--- config.mk ---
export PLATFORM = sky130hd
export DESIGN_NAME = sdma_chan
export DESIGN_NICKNAME = d
export VERILOG_FILES = /design/src/rtl/sdma_chan_pkg.sv /design/src/rtl/sdma_irq_ctrl.sv /design/src/rtl/sdma_chan.sv
export SDC_FILE = /design/constraint.sdc
export NUM_CORES = 1
export LEC_CHECK = 0
export ABC_AREA = 1
export CORE_ASPECT_RATIO = 0.7
export CORE_MARGIN = 2
export CORE_UTILIZATION = 40
export CTS_BUF_LIST = sky130_fd_sc_hd__clkbuf_8
export DETAILED_ROUTE_END_ITERATION = 10
export PLACE_DENSITY = 0.67
export SLEW_MARGIN = 10
export SYNTH_ARGS = -nofsm -noshare
export SYNTH_HDL_FRONTEND = slang
export SYNTH_SLANG_ARGS = --single-unit
--- constraint.sdc ---
create_clock -name clk -period 4.86 [get_ports clk]
set_clock_uncertainty 0.1 [all_clocks]
set_input_delay 0.729 -clock clk [delete_from_list [all_inputs] [get_ports clk]]
set_output_delay 0.729 -clock clk [all_outputs]
set_load 0.01 [all_outputs]
--- src/rtl/sdma_chan_pkg.sv ---
package sdma_chan_pkg;
    typedef enum logic [1:0] {
        PH_IDLE = 2'd0,
        PH_MEM  = 2'd1,
        PH_BYTE = 2'd2
    } phase_e;

    localparam logic [3:0] RA_PTR_LO = 4'd0;
    localparam logic [3:0] RA_PTR_HI = 4'd1;
    localparam logic [3:0] RA_ATTR   = 4'd2;
    localparam logic [3:0] RA_LEN    = 4'd3;
    localparam logic [3:0] RA_STAT   = 4'd4;
    localparam logic [3:0] RA_EN     = 4'd5;
    localparam logic [3:0] RA_EN_SET = 4'd6;
    localparam logic [3:0] RA_EN_CLR = 4'd7;
    localparam logic [3:0] RA_COUNT  = 4'd8;
    localparam logic [3:0] RA_FLUSH  = 4'd9;
    localparam logic [3:0] RA_CFG    = 4'd10;

    localparam int IRQ_N    = 3;
    localparam int IRQ_DONE = 0;
    localparam int IRQ_EOT  = 1;
    localparam int IRQ_ERR  = 2;
endpackage

--- src/rtl/sdma_irq_ctrl.sv ---
module sdma_irq_ctrl #(
    parameter int NSRC = 3
) (
    input  logic            clk,
    input  logic            rst_n,
    input  logic [NSRC-1:0] ev_i,
    input  logic            wr_clr,
    input  logic            wr_set,
    input  logic            wr_unset,
    input  logic [NSRC-1:0] wdata,
    output logic [NSRC-1:0] stat_o,
    output logic [NSRC-1:0] en_o,
    output logic            irq_o
);
    typedef struct packed {
        logic [NSRC-1:0] stat;
        logic [NSRC-1:0] en;
    } irq_s;

    irq_s q, d;

    always_comb begin
        d = q;
        if (wr_clr)   d.stat = q.stat & ~wdata;
        d.stat = d.stat | ev_i;
        if (wr_set)   d.en = q.en | wdata;
        if (wr_unset) d.en = q.en & ~wdata;
    end

    always_ff @(posedge clk) begin
        if (!rst_n) q <= '0;
        else        q <= d;
    end

    assign stat_o = q.stat;
    assign en_o   = q.en;
    assign irq_o  = |(q.stat & q.en);

    for (genvar i = 0; i < NSRC; i++) begin : g_chk
        assert_event_latched_R3: assert property (@(posedge clk) disable iff (!rst_n)
            ev_i[i] |=> stat_o[i]);
        assert_clear_works_R3: assert property (@(posedge clk) disable iff (!rst_n)
            (wr_clr && wdata[i] && !ev_i[i]) |=> !stat_o[i]);
        assert_enable_set_R2: assert property (@(posedge clk) disable iff (!rst_n)
            (wr_set && wdata[i]) |=> en_o[i]);
        assert_enable_keep_R2: assert property (@(posedge clk) disable iff (!rst_n)
            (!wdata[i] || !(wr_set || wr_unset)) |=> (en_o[i] == $past(en_o[i])));
    end
endmodule

--- src/rtl/sdma_chan.sv ---
module sdma_chan
    import sdma_chan_pkg::*;
#(
    parameter bit RX_MODE = 1'b0,
    parameter int LEN_W   = 16
) (
    input  logic        clk,
    input  logic        rst_n,
    input  logic        reg_we,
    input  logic [3:0]  reg_addr,
    input  logic [31:0] reg_wdata,
    output logic [31:0] reg_rdata,
    output logic        irq,
    output logic        busy,
    output logic        mem_req,
    output logic        mem_we,
    output logic [63:0] mem_addr,
    output logic [31:0] mem_wdata,
    output logic [3:0]  mem_wstrb,
    input  logic        mem_rsp,
    input  logic        mem_rsp_err,
    input  logic [31:0] mem_rdata,
    output logic        tx_valid,
    output logic [7:0]  tx_data,
    input  logic        tx_ready,
    input  logic        rx_valid,
    input  logic [7:0]  rx_data,
    output logic        rx_ready
);
    localparam int LANES = 4;
    localparam int LW    = $clog2(LANES);

    typedef struct packed {
        phase_e           ph;
        logic [63:0]      waddr;
        logic [LEN_W-1:0] len;
        logic [LEN_W-1:0] cnt;
        logic             eot;
        logic [LW-1:0]    lane;
        logic [31:0]      word;
        logic [LANES-1:0] strb;
        logic             last;
        logic             fl;
        logic             pad;
        logic             attr;
        logic [31:0]      plo;
        logic [31:0]      phi;
    } chan_s;

    chan_s q, d;
    logic [IRQ_N-1:0] ev, stat, en;
    logic wr_len, wr_flush;
    logic [LEN_W-1:0] cnt_inc;

    assign wr_len   = reg_we && (reg_addr == RA_LEN);
    assign wr_flush = reg_we && (reg_addr == RA_FLUSH) && RX_MODE;
    assign cnt_inc  = q.cnt + 1'b1;

    always_comb begin
        d         = q;
        ev        = '0;
        tx_valid  = 1'b0;
        tx_data   = q.word[8*q.lane +: 8];
        rx_ready  = 1'b0;
        mem_req   = 1'b0;
        mem_we    = RX_MODE;
        mem_addr  = q.waddr;
        mem_wdata = q.word;
        mem_wstrb = (q.pad && q.last) ? {LANES{1'b1}} : q.strb;

        if (reg_we) begin
            case (reg_addr)
                RA_PTR_LO: d.plo  = reg_wdata;
                RA_PTR_HI: d.phi  = reg_wdata;
                RA_ATTR:   d.attr = RX_MODE ? 1'b0 : reg_wdata[0];
                RA_CFG:    d.pad  = RX_MODE ? reg_wdata[0] : 1'b0;
                default: ;
            endcase
        end

        case (q.ph)
            PH_IDLE: begin
                if (wr_len) begin
                    d.len   = reg_wdata[LEN_W-1:0];
                    d.cnt   = '0;
                    d.eot   = q.attr;
                    d.lane  = '0;
                    d.word  = '0;
                    d.strb  = '0;
                    d.last  = 1'b0;
                    d.fl    = 1'b0;
                    d.waddr = {q.phi, q.plo[31:2], 2'b00};
                    if (reg_wdata[LEN_W-1:0] == '0) begin
                        ev[IRQ_DONE] = 1'b1;
                        ev[IRQ_EOT]  = q.attr;
                    end else begin
                        d.ph = RX_MODE ? PH_BYTE : PH_MEM;
                    end
                end
            end
            PH_MEM: begin
                mem_req = 1'b1;
                if (wr_flush) d.fl = 1'b1;
                if (mem_rsp) begin
                    if (mem_rsp_err) begin
                        ev[IRQ_ERR] = 1'b1;
                        d.ph        = PH_IDLE;
                    end else if (RX_MODE) begin
                        if (q.last || q.fl || wr_flush) begin
                            ev[IRQ_DONE] = 1'b1;
                            d.ph         = PH_IDLE;
                        end else begin
                            d.waddr = q.waddr + 64'd4;
                            d.lane  = '0;
                            d.strb  = '0;
                            d.word  = '0;
                            d.ph    = PH_BYTE;
                        end
                    end else begin
                        d.word = mem_rdata;
                        d.lane = '0;
                        d.ph   = PH_BYTE;
                    end
                end
            end
            PH_BYTE: begin
                if (!RX_MODE) begin
                    tx_valid = 1'b1;
                    if (tx_ready) begin
                        d.cnt = cnt_inc;
                        if (cnt_inc == q.len) begin
                            ev[IRQ_DONE] = 1'b1;
                            ev[IRQ_EOT]  = q.eot;
                            d.ph         = PH_IDLE;
                        end else if (q.lane == LW'(LANES-1)) begin
                            d.waddr = q.waddr + 64'd4;
                            d.ph    = PH_MEM;
                        end else begin
                            d.lane = q.lane + 1'b1;
                        end
                    end
                end else if (wr_flush) begin
                    if (q.strb != '0) begin
                        d.last = 1'b1;
                        d.ph   = PH_MEM;
                    end else begin
                        ev[IRQ_DONE] = 1'b1;
                        d.ph         = PH_IDLE;
                    end
                end else begin
                    rx_ready = 1'b1;
                    if (rx_valid) begin
                        d.word[8*q.lane +: 8] = rx_data;
                        d.strb[q.lane]        = 1'b1;
                        d.cnt                 = cnt_inc;
                        if (cnt_inc == q.len) begin
                            d.last = 1'b1;
                            d.ph   = PH_MEM;
                        end else if (q.lane == LW'(LANES-1)) begin
                            d.ph = PH_MEM;
                        end else begin
                            d.lane = q.lane + 1'b1;
                        end
                    end
                end
            end
            default: d.ph = PH_IDLE;
        endcase
    end

    always_ff @(posedge clk) begin
        if (!rst_n) q <= '0;
        else        q <= d;
    end

    assign busy = (q.ph != PH_IDLE);

    sdma_irq_ctrl #(.NSRC(IRQ_N)) u_irq (
        .clk     (clk),
        .rst_n   (rst_n),
        .ev_i    (ev),
        .wr_clr  (reg_we && (reg_addr == RA_STAT)),
        .wr_set  (reg_we && (reg_addr == RA_EN_SET)),
        .wr_unset(reg_we && (reg_addr == RA_EN_CLR)),
        .wdata   (reg_wdata[IRQ_N-1:0]),
        .stat_o  (stat),
        .en_o    (en),
        .irq_o   (irq)
    );

    always_comb begin
        case (reg_addr)
            RA_PTR_LO: reg_rdata = q.plo;
            RA_PTR_HI: reg_rdata = q.phi;
            RA_ATTR:   reg_rdata = {31'd0, q.attr};
            RA_LEN:    reg_rdata = 32'(q.len);
            RA_STAT:   reg_rdata = 32'(stat);
            RA_EN:     reg_rdata = 32'(en);
            RA_COUNT:  reg_rdata = 32'(q.cnt);
            RA_CFG:    reg_rdata = {31'd0, q.pad};
            default:   reg_rdata = '0;
        endcase
    end

    assert_req_hold_R4: assert property (@(posedge clk) disable iff (!rst_n)
        (mem_req && !mem_rsp) |=> (mem_req && $stable(mem_addr)));
    assert_tx_hold_R5: assert property (@(posedge clk) disable iff (!rst_n)
        (tx_valid && !tx_ready) |=> (tx_valid && $stable(tx_data)));
    assert_cnt_bound_R5: assert property (@(posedge clk) disable iff (!rst_n)
        q.cnt <= q.len);
    assert_zero_len_R7: assert property (@(posedge clk) disable iff (!rst_n)
        (wr_len && !busy && reg_wdata[LEN_W-1:0] == '0) |=> (!busy && stat[IRQ_DONE]));
    assert_err_stops_R8: assert property (@(posedge clk) disable iff (!rst_n)
        (mem_req && mem_rsp && mem_rsp_err) |=> (!busy && stat[IRQ_ERR]));
    assert_rx_no_eot_R6: assert property (@(posedge clk) disable iff (!rst_n)
        RX_MODE |-> !stat[IRQ_EOT]);
endmodule

# Word-level counts from Yosys, hierarchy flattened
# Cells that the tools add are included.
# word_totals
in_bits	83
output_inout_bits	146
rom_bits	0
ram_bits	0
latchBits	0
n_memories	0
ff_bits	204
# op_classes
bitwise_logic	7
n_div	0
addsub	3
order_cmp	0
reduce_logical	22
eq_ne	21
shift	1
n_mux	32
mul	0
# ops
operator	n
$pmux W32 S7	1
$mux W139	1
$mux W66	2
$pmux W64 S2	1
$pmux W34 S3	1
$mux W34	2
$add A64 B3 Y64 const B	1
$mux W64	1
$pmux W16 S2	1
$shiftx A32 B6 Y8	1
$mux W2	11
$add A16 B1 Y16 const B	1
$eq A16 B16 Y1	1
$eq A4 B3 Y1 const B	4
$logic_not A16 Y1	1
$mux W16	1
$ne A2 B2 Y1 const B	8
$reduce_and A5 Y1	3
$and A3 B3 Y3	3
$mux W3	3
$eq A4 B2 Y1 const B	2
$reduce_and A2 Y1	4
$reduce_bool A2 Y1	4
$reduce_and A7 Y1	1
other kinds (18)	27

# Logic depth before layout (Yosys ltp)
# Gate-level depths: netlist of run 1.
# logic_depth
depth_word	6
mapped_depth	18
ltp_nobuf	18

# Cells and area by module
# A second synthesis of run 1 with hierarchy kept.
# unflattened
hier_cells	1931
hier_area_um2	12398.1
# modules_own_cells
module	area_per_inst_um2	cells_per_inst	instances
sdma_chan	12149.2	1896	1
sdma_irq_ctrl	249.0	35	1

# Worst setup path after synthesis of run 1
# No wires, ideal clock.
# synth_path
kind	input -> output
start	input port reg_addr[1]
end	output port reg_rdata[10]
cell_stages	6
path_buffers	1
arrival_time_ps	1768
setup_slack_ps	2263
path_cell_list	nor2_1 > inv_1 > nor3_1 > clkbuf_1 > a21oi_1 > o21ai_0
# synth_via
elab_chain_cells	2
elab_cells_between_ends	8
# synth_lines
element	line	text
from (decl)	sdma_chan.sv:10	input logic [3:0] reg_addr,
$eq A4 B4 Y1 (tied with other cells)	sdma_chan.sv:192	case (reg_addr)
$pmux W32 S7 *	sdma_chan.sv:192	
to (decl)	sdma_chan.sv:12	output logic [31:0] reg_rdata,
# Mark *: on every way between the ends. The rest lies on a longest branch, timed or not.

# Worst setup path after layout of run 1
# layout_path
start	input port reg_addr[1]
end	output port reg_rdata[11]
# Same word-level chain as after synthesis.

==> results of run 1 <==
## kinds of logic (layout without fill, tap and decap cells)
group           Yosys count  in the layout  synth area share, %
simple gates            856            856                 29.6
compound gates          414            414                 18.0
buf+inv                 388            477                 15.4
flops                   202            202                 32.5
xor+xnor                 51             51                 3.76
fa+ha+maj                 7              7                0.704
other cells               1              8               0.0301
## power groups by stage
| stage | clock [W] | sequential, W | combinational, W |
|---|---|---|---|
| finish | 0.00163 | 0.00226 | 0.00289 |
| global route | 0.00172 | 0.00228 | 0.00322 |
| CTS | 0.00166 | 0.00224 | 0.00287 |
| detailed placement | 0 | 0.00228 | 0.00286 |
| global placement | 0 | 0.00227 | 0.00282 |
| floorplan | 0 | 0.00212 | 0.00220 |
## placed cells by master, fill, tap and decap left out, types with 2 or more instances in the layout
cell type / synthesis / routed
clkdlybuf4s50_1: 0 / 210
a21oi_1: 181 / 181
nand3_1: 157 / 157
xnor2_1: 10 / 10
clkinv_2: 0 / 5
inv_2: 8 / 9
a221oi_1: 4 / 4
and2_1: 2 / 2
nand2_1: 400 / 398
nor3b_1: 4 / 4
nor2_1: 199 / 199
o21ai_1: 3 / 3
inv_1: 182 / 188
bufinv_16: 0 / 2
ha_1: 7 / 6
nor2_2: 13 / 13
a22oi_1: 12 / 12
nor4_1: 9 / 9
nand4_1: 32 / 32
o21ai_0: 146 / 146
nor2_4: 4 / 4
nor3_1: 22 / 22
dfxtp_1: 202 / 202
o22ai_1: 50 / 50
conb_1: 1 / 8
buf_4: 108 / 18
nand3b_1: 4 / 4
o31ai_1: 10 / 10
xor2_1: 39 / 39
clkbuf_8: 0 / 42
or2_2: 4 / 4
nand2_2: 2 / 4
## layer usage
metal,vias to the layer above,global-route usage [%],wire [um]
met2,581,37.5,18200
met1,6054,42.8,22700
met5,-,0,0
met3,49,10.4,5850
li1,6361,-,-
met4,0,5.31,655
## state kept, by name, indices dropped and copies added, names as in the netlist
name	count
u_irq.stat_o	3
mem_wdata	32
mem_addr	62
q	102
u_irq.en_o	3
## layout make-up
cell class              instances  area [um^2]  share of cell area (%)
clock buffers                  42          578                    3.92
flip-flops and latches        202         4040                    27.4
multi-input cells            1336         6520                    44.2
inverters                     191          717                    4.86
well taps                     412          515                    3.50
clock inverters                15          120                   0.815
repair buffers                229         2240                    15.2
## final timing paths
kind	startpoint	slack [ns]	cells past startpoint	end
worst max-delay path	reg_addr[1]	0.81	11	reg_rdata[11]
worst min-delay path	q[32]$_SDFFE_PN0P_	0.37	2	q[32]$_SDFFE_PN0P_
worst min register to register	q[32]$_SDFFE_PN0P_	0.37	2	q[32]$_SDFFE_PN0P_
worst max register to register	q[107]$_SDFFE_PN0P_	1.61	16	mem_addr[54]$_SDFFE_PN0P_
## worst min-delay path: stages (launching register included)
cell and delay [ns]:
dfxtp_1 0.31, nand2_1 0.06, a21oi_1 0.05
## per-stage QoR
stage          setup WS, ns  hold slack [ns]  total power, W  utilization [%]  area, um^2
3_5_place_dp          0.854            0.356         0.00514             46.3       14000
2_1_floorplan          2.26            0.339         0.00432                -       12500
3_3_place_gp          0.849            0.348         0.00509             46.3       14000
4_1_cts               0.836            0.365         0.00677             48.6       14700
5_1_grt               0.657            0.384         0.00721             48.6       14700
6_report              0.814            0.369         0.00679             48.6       14700
==> results.py, run 1 <==
metrics = {
    "sta": {
        "fin_crit_ns": 4.05,
        "drv_slew": 0,
        "worst_slew_pin_slew_ns": 1.07,
        "finalCritPeriodShare_pct": 83.3,
        "rsz0062_at_grt": "no",
        "timing_hold_violations_final": 0,
        "max_freq_mhz": 247,
        "fin_setup_tns_ns": 0,
        "slew_headroom_pct": 28.3,
        "setup_viol": 0,
    },
    "drt": {
        "firstDrtPassIters": 5,
        "wl_per_cell_um": 19.5,
        "vias": 13045,
        "drt_iter0_drc": 1288,
        "drtAntennaViolNets": 0,
        "drc_errors": 0,
        "vias_per_cell": 5.37,
        "drt_wl_total_mm": 47.4,
    },
    "job": {
        "maxCapViolCount": 0,
    },
    "die": {
        "die_x_um": 215,
        "rows": 53,
        "num_io_pins": 229,
        "die_y_um": 152,
        "core_um2": 30300,
        "start_util_pct": 41.1,
        "fp.dieArea_um2": 32600,
    },
    "critical_path": {
        "critPathMaxStageDelay_ns": 0.54,
        "cp_top_family": "buffers and inverters",
        "cp.arrival_ns": 3.22,
        "crit_type": "in2out",
        "startpoint_type": "input port",
        "worst_path_max_delay_cell": "clkdlybuf4s50_1",
        "crit_required_ns": 4.03,
        "crit_buf_inv": 6,
        "crit_chain": "clkdlybuf4s50_1 -> nor2_1 -> inv_1 -> nor2_1 -> buf_4 -> inv_1 -> buf_4 -> o22ai_1 -> a21oi_1 -> o21ai_0 -> clkdlybuf4s50_1",
        "crit_fanout": 19,
        "worstSetupEndpointType": "primary output",
    },
    "cts": {
        "h-tree-depth": 2,
        "cts_made_buffers": 36,
        "clk_latency_ns": 0.56,
        "numClockSinks": 202,
        "cts_repair_resize_count": 0,
        "root_buffer": "clkbuf_8",
        "clkTransAtPathRegs_ns": 0.06,
        "cts_hold_buf": 0,
        "post-cts-setup-buffers": 0,
        "cts_tree": "built",
        "cts_buffer_depth": 3,
    },
    "power_and_ir_drop": {
        "p_comb_share_pct": 42.7,
        "clkPwrFrac_pct": 24.1,
        "p_per_area_nw_per_um2": 460,
        "p_leak_nw": 5.19,
        "p_int_w": 0.00384,
        "max-vdd-ir-drop_v": 0.000377,
        "p_seq_share_pct": 33.3,
        "p_sw_w": 0.00294,
        "switching_share_pct": 43.4,
    },
    "place": {
        "place_inst": 2370,
        "hpwl_mm": 35.5,
        "portBuffers": 211,
        "gp_congestion": 1.03,
    },
    "global_route": {
        "grt_max_degree": 88,
        "antenna_found_initial": 1,
        "overflow": 0,
        "grt_pass1_vias": 11621,
        "grt_util_all_layers_pct": 28.3,
        "grt_pass1_wl_mm": 70.8,
    },
    "cells_and_area": {
        "drive_gt1_share_pct": 5.46,
        "finalNonFillerCells": 2427,
        "num_antenna_cells": 0,
        "area_growth_pct": 18.4,
        "fillers": 3131,
        "fin_nets": 2086,
    },
    "yosys": {
        "yosysTopAreaCellShare_pct": 32.5,
        "syn_inst": 1919,
        "async_flop_share_pct": 0,
        "synth_commonest_cells": "nand2_1, dfxtp_1, nor2_1",
        "yosysMostFrequentCell": "nand2_1",
        "synth_edf_count": 0,
        "yosys.cell_types.count": 47,
        "ys_seq_area_share_pct": 32.5,
        "synth.area.top_cells": "dfxtp_1, nand2_1, a21oi_1, buf_4, nand3_1",
        "synth-seq-cells": 202,
        "avgSynthCellArea_um2": 6.49,
        "yosys.area.top_type": "dfxtp_1",
        "synth_area_um2": 12400,
        "synthFlopType": "dfxtp_1",
        "yosysWarnings": 0,
    },
    "min_path": {
        "hp-class": "reg2reg",
    },
    "status": {
        "run_status": "finished, final reports clean",
    },
}
Power figures use the tool's default switching activity.
==> inputs of run 2 (changes only) <==
PLACE_DENSITY = 0.69   (was 0.67)
clock period = 3.6 ns   (was 4.86 ns; I/O delays follow)
==> run 2 against run 1 <==
Against the previous run: wire length rose by 0.51%; clock-buffer cell count up 3; global-route usage is essentially flat; die area stayed put; final cell count is 1.1% higher; first-iteration DRC count rose by 19%; cell area up 1.7%; core utilization is 0.81 points higher; flip-flop and latch count did not move; sequential share of layout area shrank 0.45 points; critical path type unchanged; critical endpoint is now reg_rdata[18]; largest cell class unchanged.
==> results.py, run 2 (synthesis results as in run 1) <==
metrics = {
    "drt": {
        "firstDrtPassIters": 5,
        "vias_per_cell": 5.40,
        "drc_errors": 0,
        "drtAntennaViolNets": 0,
        "vias": 13243,
        "wl_per_cell_um": 19.4,
        "drt_iter0_drc": 1535,
        "drt_wl_total_mm": 47.6,
    },
    "power_and_ir_drop": {
        "max-vdd-ir-drop_v": 0.000472,
        "p_leak_nw": 5.34,
        "p_per_area_nw_per_um2": 623,
    },
    "place": {
        "dpl_worst_slack_ns": 0.145,
        "hpwl_mm": 35.7,
        "portBuffers": 211,
        "gp_congestion": 0.996,
        "place_inst": 2390,
    },
    "critical_path": {
        "cp.arrival_ns": 2.79,
        "worst_path_max_delay_cell": "clkdlybuf4s50_1",
        "startpoint_type": "input port",
        "worstSetupEndpointType": "primary output",
        "crit_required_ns": 2.96,
        "crit_fanout": 16,
        "critPathMaxStageDelay_ns": 0.59,
        "crit_chain": "clkdlybuf4s50_1 -> nor2_2 -> inv_2 -> nor2_2 -> clkinvlp_4 -> buf_4 -> buf_4 -> o22ai_1 -> clkdlybuf4s50_1",
        "crit_type": "in2out",
    },
    "cells_and_area": {
        "largest_reg_flops": 102,
        "area_growth_pct": 20.4,
        "regMostFlops": "q",
        "drive_gt1_share_pct": 6.56,
        "final_common_cell": "nand2_1",
        "num_antenna_cells": 0,
        "fin_nets": 2107,
        "most-common-layout-cells": "nand2_1, clkdlybuf4s50_1, dfxtp_1",
        "finalNonFillerCells": 2454,
    },
    "sta": {
        "max_freq_mhz": 292,
        "drv_slew": 0,
        "slew_headroom_pct": 30.9,
        "setup_viol": 0,
        "worst_slew_pin_slew_ns": 1.03,
        "fin_setup_tns_ns": 0,
        "whs_ns": 0.362,
        "finalCritPeriodShare_pct": 95.3,
        "final.setup.worst_slack_ns": 0.170,
        "timing_hold_violations_final": 0,
        "fin_crit_ns": 3.43,
        "rsz0062_at_grt": "no",
    },
    "job": {
        "maxCapViolCount": 0,
    },
    "min_path": {
        "hp-class": "reg2reg",
    },
    "die": {
        "die_x_um": 215,
        "num_io_pins": 229,
        "start_util_pct": 41.1,
        "rows": 53,
        "core_um2": 30300,
        "fp.dieArea_um2": 32600,
        "die_y_um": 152,
    },
    "global_route": {
        "overflow": 0,
        "grt_pass1_vias": 11959,
        "grt_util_all_layers_pct": 28.3,
        "grt_max_degree": 119,
        "antenna_found_initial": 1,
        "grt_pass1_wl_mm": 70.9,
    },
    "cts": {
        "cts_tree": "built",
        "h-tree-depth": 2,
        "clkTransAtPathRegs_ns": 0.06,
        "clk_latency_ns": 0.55,
        "cts_hold_buf": 0,
        "root_buffer": "clkbuf_8",
        "cts_made_buffers": 36,
        "numClockSinks": 202,
        "cts_buffer_depth": 3,
    },
    "status": {
        "run_status": "finished, final reports clean",
    },
}
==> run 2: changes by cell type in the layout (fill, tap and decap cells not counted), moves of 2 or more <==
cell	delta
buf_4	+17
inv_1	+5
buf_12	+4
clkbuf_8	+3
clkinv_2	-2
==> run 2: layout make-up <==
type | instances | area [um^2]
Clock buffer | 45 | 619
Clock inverter | 18 | 103
Fill cell | 3123 | 15300
Inverter | 191 | 721
Multi-Input combinational cell | 1336 | 6530
Sequential cell | 202 | 4040
Tap cell | 412 | 515
Timing Repair Buffer | 250 | 2450
==> run 2: final timing paths <==
kind	startpoint	end	slack (ns)	cells past startpoint
max	reg_addr[2]	reg_rdata[18]	0.17	9
min	q[33]$_SDFFE_PN0P_	q[33]$_SDFFE_PN0P_	0.36	2
max reg2reg	q[108]$_SDFFE_PN0P_	mem_addr[6]$_SDFFE_PN0P_	0.64	15
min reg2reg	q[33]$_SDFFE_PN0P_	q[33]$_SDFFE_PN0P_	0.36	2
==> run 2: what timing repair did <==
action	4_1_cts	5_1_grt
gates resized for setup	0	3
endpoints found under the setup margin	0	3
setup buffers	0	1
==> run 2: worst max-delay path, delay by kind of cell <==
| kind | cells | cell delay, ns |
|---|---|---|
| buffers and inverters | 6 | 1.67 |
| AND/OR/NAND/NOR | 2 | 0.36 |
| AO/OA/AOI/OAI | 1 | 0.20 |
==> run 2: per-stage QoR <==
step                      total power [W]  cell area (um^2)  util (%)
after floorplan                   0.00583             12500         -
after global placement            0.00702             14200      47.0
after detailed placement          0.00709             14200      47.0
after CTS                         0.00930             15000      49.4
after global routing              0.00990             15000      49.4
final                             0.00933             15000      49.4
==> run 2: per-layer routing <==
metal	part of all wire, %	up-vias	global-route usage, %	wire (um)
met4	1.6	2	6.67	785
met2	38	674	38.1	18300
met1	47	6085	42.9	22400
met3	13	55	8.40	6020
met5	0.25	-	3.03	121
li1	-	6427	-	-
==> run 2: power breakdown <==
part / switching [W] / internal [W]
logic: 0.00251 / 0.00156
registers: 0.000498 / 0.00255
clock network: 0.00102 / 0.00120
